--- src/rtl/dl_exec.sv ---
module dl_exec #(
  parameter logic [6:0] EXT_TOP = 7'h2E,
  parameter logic [7:0] OP_IRQ  = 8'hA2,
  parameter logic [7:0] OP_XFER = 8'hA5,
  parameter logic [7:0] OP_SKIP = 8'hA6,
  parameter logic [7:0] OP_NOP  = 8'hA7
) (
  input  logic       clk,
  input  logic       rst_n,
  input  logic       ins_valid,
  input  logic [7:0] ins_byte,
  output logic       ins_ready,
  output logic       ext_we,
  output logic [5:0] ext_addr,
  output logic [7:0] ext_data,
  input  logic       ext_busy,
  output logic       loc_we,
  output logic [6:0] loc_addr,
  output logic [7:0] loc_data,
  output logic [1:0] port_rd,
  input  logic [7:0] port0_data,
  input  logic [7:0] port1_data,
  input  logic       irq_en,
  input  logic       host_ack,
  output logic       irq_n,
  output logic [7:0] irq_flags,
  input  logic       wait_done,
  output logic       skip_armed,
  output logic       err
);

  typedef enum logic [1:0] {S_OP, S_ARG, S_EXT} st_t;
  typedef enum logic [1:0] {K_MOV, K_MOVI, K_XFER} kind_t;

  st_t        st;
  kind_t      kind;
  logic [6:0] tgt;
  logic       irq_q;

  logic       take, in_op, in_arg, is_xfer;
  logic [6:0] wa;
  logic [7:0] wd;
  logic       to_ext;

  assign ins_ready = (st != S_EXT);
  assign take      = ins_valid && ins_ready;
  assign in_op     = take && (st == S_OP);
  assign in_arg    = take && (st == S_ARG);
  assign is_xfer   = (kind == K_XFER);
  assign wa        = is_xfer ? ins_byte[6:0] : tgt;
  assign wd        = !is_xfer ? ins_byte : (ins_byte[7] ? port1_data : port0_data);
  assign to_ext    = (wa <= EXT_TOP);
  assign port_rd   = {in_arg && is_xfer && ins_byte[7], in_arg && is_xfer && !ins_byte[7]};

  assign irq_n     = !irq_q;
  assign irq_flags = {irq_q, 2'b00, irq_q, 4'b0000};

  always_ff @(posedge clk or negedge rst_n) begin
    if (!rst_n) begin
      st         <= S_OP;
      kind       <= K_MOV;
      tgt        <= '0;
      ext_we     <= 1'b0;
      ext_addr   <= '0;
      ext_data   <= '0;
      loc_we     <= 1'b0;
      loc_addr   <= '0;
      loc_data   <= '0;
      skip_armed <= 1'b0;
      err        <= 1'b0;
      irq_q      <= 1'b0;
    end else begin
      loc_we <= 1'b0;
      if (wait_done) skip_armed <= 1'b0;
      if (host_ack)  irq_q <= 1'b0;
      case (st)
        S_OP: if (in_op) begin
          if (ins_byte[7:6] == 2'b11) begin
            kind <= K_MOV;
            tgt  <= {1'b0, ins_byte[5:0]};
            st   <= S_ARG;
          end else if (ins_byte[7:5] == 3'b100) begin
            kind <= K_MOVI;
            tgt  <= 7'h40 | {2'b00, ins_byte[4:0]};
            st   <= S_ARG;
          end else if (ins_byte == OP_XFER) begin
            kind <= K_XFER;
            st   <= S_ARG;
          end else if (ins_byte == OP_SKIP) begin
            skip_armed <= 1'b1;
          end else if (ins_byte == OP_IRQ) begin
            if (irq_en) irq_q <= 1'b1;
          end else if (ins_byte != OP_NOP) begin
            err <= 1'b1;
          end
        end
        S_ARG: if (in_arg) begin
          if (to_ext) begin
            ext_we   <= 1'b1;
            ext_addr <= wa[5:0];
            ext_data <= wd;
            st       <= S_EXT;
          end else begin
            loc_we   <= 1'b1;
            loc_addr <= wa;
            loc_data <= wd;
            st       <= S_OP;
          end
        end
        default: if (!ext_busy) begin
          ext_we <= 1'b0;
          st     <= S_OP;
        end
      endcase
    end
  end

  p_ext_hold_r4: assert property (@(posedge clk) disable iff (!rst_n)
    (ext_we && ext_busy) |=> (ext_we && $stable(ext_addr) && $stable(ext_data)));

  p_no_fetch_r4: assert property (@(posedge clk) disable iff (!rst_n)
    ext_we |-> !ins_ready);

  p_ext_range_r3: assert property (@(posedge clk) disable iff (!rst_n)
    ext_we |-> ({1'b0, ext_addr} <= EXT_TOP));

  p_loc_range_r3: assert property (@(posedge clk) disable iff (!rst_n)
    loc_we |-> (loc_addr > EXT_TOP));

  p_loc_pulse_r2: assert property (@(posedge clk) disable iff (!rst_n)
    loc_we |=> !loc_we);

  p_port_onehot_r5: assert property (@(posedge clk) disable iff (!rst_n)
    $onehot0(port_rd));

  p_irq_gate_r8: assert property (@(posedge clk) disable iff (!rst_n)
    $fell(irq_n) |-> $past(irq_en));

  p_irq_hold_r9: assert property (@(posedge clk) disable iff (!rst_n)
    (!irq_n && !host_ack) |=> !irq_n);

  p_err_sticky_r10: assert property (@(posedge clk) disable iff (!rst_n)
    err |=> err);

endmodule

--- config.mk ---
export PLATFORM = sky130hd
export DESIGN_NAME = dl_exec
export DESIGN_NICKNAME = d
export VERILOG_FILES = /design/src/rtl/dl_exec.sv
export SDC_FILE = /design/constraint.sdc
export NUM_CORES = 1
export LEC_CHECK = 0
export BUFFER_PORTS_ARGS = -buffer_cell sky130_fd_sc_hd__buf_2
export CORE_MARGIN = 2
export CORE_UTILIZATION = 47
export CTS_BUF_LIST = sky130_fd_sc_hd__clkbuf_4
export DETAILED_ROUTE_END_ITERATION = 8
export GPL_ROUTABILITY_DRIVEN = 1
export GPL_TIMING_DRIVEN = 0
export HOLD_SLACK_MARGIN = 0.1
export PLACE_DENSITY_LB_ADDON = 0.25
export SYNTH_ARGS = -nofsm -noshare
export SYNTH_HDL_FRONTEND = slang
export SYNTH_SLANG_ARGS = --single-unit
--- constraint.sdc ---
create_clock -name clk -period 1.65 [get_ports clk]
set_clock_uncertainty 0.1 [all_clocks]
set_input_delay 0.0825 -clock clk [delete_from_list [all_inputs] [get_ports clk]]
set_output_delay 0.0825 -clock clk [all_outputs]
set_load 0.005 [all_outputs]
==> impl_metrics.env <==
export IMPL_cpPeakStageDelay_ps=480
export IMPL_cap_violations=0
export IMPL_met1Wirelength_um=2680
export IMPL_yosysTopAreaCellShare_pct=48.9
export IMPL_cts_htree_levels=2
export IMPL_synth_edf_count=0
export IMPL_start_kind="flop"
export IMPL_num_vias=1898
export IMPL_relSlewSlack_pct=33.7
export IMPL_final_nets=340
export IMPL_peakVddDrop_mv=0.760
export IMPL_status="finished with violations"
export IMPL_wl_um=5860
export IMPL_diodes=0
export IMPL_die_area_mm2=0.00548
export IMPL_via_per_inst=5.03
export IMPL_die_w_um=74.0
export IMPL_final_cell_mix="buf_2 (69), dfrtp_1 (41), mux2_4 (24), dlygate4sd3_1 (24), nand2_1 (18)"
export IMPL_crit_chain="nand2b_4 > a221oi_4 > nand3b_4 > buf_12 > mux2_4"
export IMPL_syn_area_mm2=0.00230
export IMPL_ys_top_cells_by_area="dfrtp_1 (49%), mux2_4 (10%), mux2_1 (8.8%)"
export IMPL_fp_dieH_um=74.0
export IMPL_drcViolationCount=0
export IMPL_antenna_found_initial=0
export IMPL_p_leak_nw=1.66
export IMPL_io_pins=76
export IMPL_fin_area_mm2=0.00329
export IMPL_p_per_area_mw_per_mm2=1350
export IMPL_cp_end_kind="flop"
export IMPL_grt_overflow_total=0
export IMPL_synth_cell_type_count=39
export IMPL_core_mm2=0.00472
export IMPL_grt_max_degree=46
export IMPL_synthCells=195
export IMPL_grt_pass1_wl_um=9270
export IMPL_top_layer_used="met4"
export IMPL_criticalPathCategory="reg -> reg"
export IMPL_drive_gt1_share_pct=45.8
export IMPL_drtAntennaViolNets=0
export IMPL_grt_pass1_vias=1877
export IMPL_hold_class="in -> reg"
export IMPL_finalMaxSlewViolations=0
export IMPL_cp_top_family="flip-flops"
export IMPL_ys_seq_elements=45
export IMPL_cts_buffers=5
export IMPL_fin_ws_ps=-215
export IMPL_setup_viol=31
export IMPL_rows=25
export IMPL_wl_met3_um=395
export IMPL_crit_path_max_fanout=10
export IMPL_ys_warn_count=0
export IMPL_finalHoldViolCount=0
export IMPL_yosys_most_used_dff="dfrtp_1"
export IMPL_power_mw=4.45
export IMPL_dpl_hpwl_um=3720
export IMPL_dr_pass1_iters=4
export IMPL_fmax_ghz=0.536
export IMPL_wl_met2_um=2680
export IMPL_area_growth_pct=42.7
export IMPL_synth_top_area_cell="dfrtp_1"
export IMPL_cts_tree="yes"
export IMPL_async_flop_share_pct=100
export IMPL_worstPathArrival_ps=2040
export IMPL_port_buffers=67
export IMPL_rsz0062_at_grt="true"
export IMPL_drt_iter0_markers=130
export IMPL_syn_area_per_cell_um2=11.8
export IMPL_worst_pin_slew_ps=995
export IMPL_grt_util_all_layers_pct=22.7
export IMPL_gp_congestion=0.839
export IMPL_crit_required_ps=1820
export IMPL_clock_sinks=45
export IMPL_clk_pin_slew_ps=130
export IMPL_fin_crit_ps=1860
export IMPL_placed_cell_area_mm2=0.00277
export IMPL_finalCritPeriodShare_pct=113
export IMPL_final_common_cell="buf_2"
export IMPL_ys_seq_area_share_pct=48.9
export IMPL_violations="negative setup slack"
export IMPL_initial_core_util_pct=48.8
export IMPL_cts_max_path_buffers=2
export IMPL_cp_buffers_inverters=1
export IMPL_worstSkewPairLatency_ps=370
export IMPL_avgRoutedWirePerCell_um=15.5
export IMPL_crit_path_top_delay_cell="dfrtp_2"
export IMPL_clockRootBuffer="clkbuf_4"
==> worst register-to-register path, delay by kind of cell (launching register included) <==
kind	cells	cell delay, ps
AO/OA/AOI/OAI	1	370
multiplexers	1	300
buffers and inverters	1	180
flip-flops	1	480
AND/OR/NAND/NOR	2	340
==> layer usage <==
metal  GRT usage (%)  vias up
met5               0        -
met4            7.27        0
met3            7.32       12
met2            34.2       74
met1            31.1      909
li1                -      903
==> through the flow <==
step | hold slack [ps] | setup slack, ps | cells | utilization [%] | TNS [ps]
after floorplan | -313 | -131 | 200 | - | -1960
after CTS | 103 | -184 | 372 | 67.4 | -4140
after global routing | 134 | -255 | 377 | 69.6 | -6200
final | 92.6 | -215 | 377 | 69.6 | -4750
after global placement | 171 | -301 | 334 | 58.5 | -6430
after detailed placement | 175 | -301 | 334 | 58.5 | -6600
==> Yosys cell counts (3+ instances only) <==
cell,n
a21oi_1,5
a2bb2oi_1,4
buf_2,4
buf_4,8
clkbuf_1,3
dfrtp_1,45
inv_1,11
mux2_1,18
mux2_4,16
mux2i_1,8
nand2_1,19
nand2b_1,3
nor2_1,5
o21ai_0,12
o21ai_1,3
==> final cells by class <==
type	instances	area (um^2)
Tap cell	67	83.8
Fill cell	349	1430
Clock buffer	5	37.5
Buffer	17	154
Sequential cell	45	1130
Timing Repair Buffer	102	667
Clock inverter	3	41.3
Multi-Input combinational cell	126	1130
Inverter	12	45.0
==> path summary, 6_finish.rpt <==
kind                             startpoint  slack, ps          end  depth (start not counted)
worst min register to register          err        390          err                          1
max in group asynchronous             rst_n        470        st[1]                          2
worst max register to register      kind[0]       -210  loc_addr[2]                          5
worst max-delay path                kind[0]       -210  loc_addr[2]                          5
worst min-delay path            ins_byte[2]         90      kind[1]                          5
min in group asynchronous             rst_n        320  loc_addr[0]                          2
==> what timing repair did <==
action / CTS / global route
pin swaps: 4 / 3
gates cloned: 0 / 1
hold endpoints to repair: 72 / 0
endpoints found under the setup margin: 36 / 41
buffers inserted: 6 / 4
resized for setup: 15 / 21
hold buffers: 24 / 0
==> power by group <==
part,internal [mW],leakage [nW],switching [mW]
combinational,1.14,1.08,0.718
sequential,1.58,0.537,0.317
clock,0.314,0.0389,0.379
total,3.03,1.66,1.41
==> sequential cells by signal (all words and copies together) (netlist names) <==
signal,count
tgt,7
loc_addr,7
skip_armed,1
kind,2
irq_q,1
loc_we,1
ext_data,8
ext_addr,6
err,1
ext_we,1
st,2
loc_data,8
==> logic make-up (layout without fill, tap and decap cells) <==
family,after synthesis,in the layout,share of synthesized area [%]
flip-flops,45,45,48.9
AND/OR/NAND/NOR,43,43,11.0
multiplexers,42,42,22.7
AO/OA/AOI/OAI,35,35,10.4
buffers and inverters,29,139,6.89
other,1,6,0.163
Note: power is estimated with default switching activity, not from simulation.
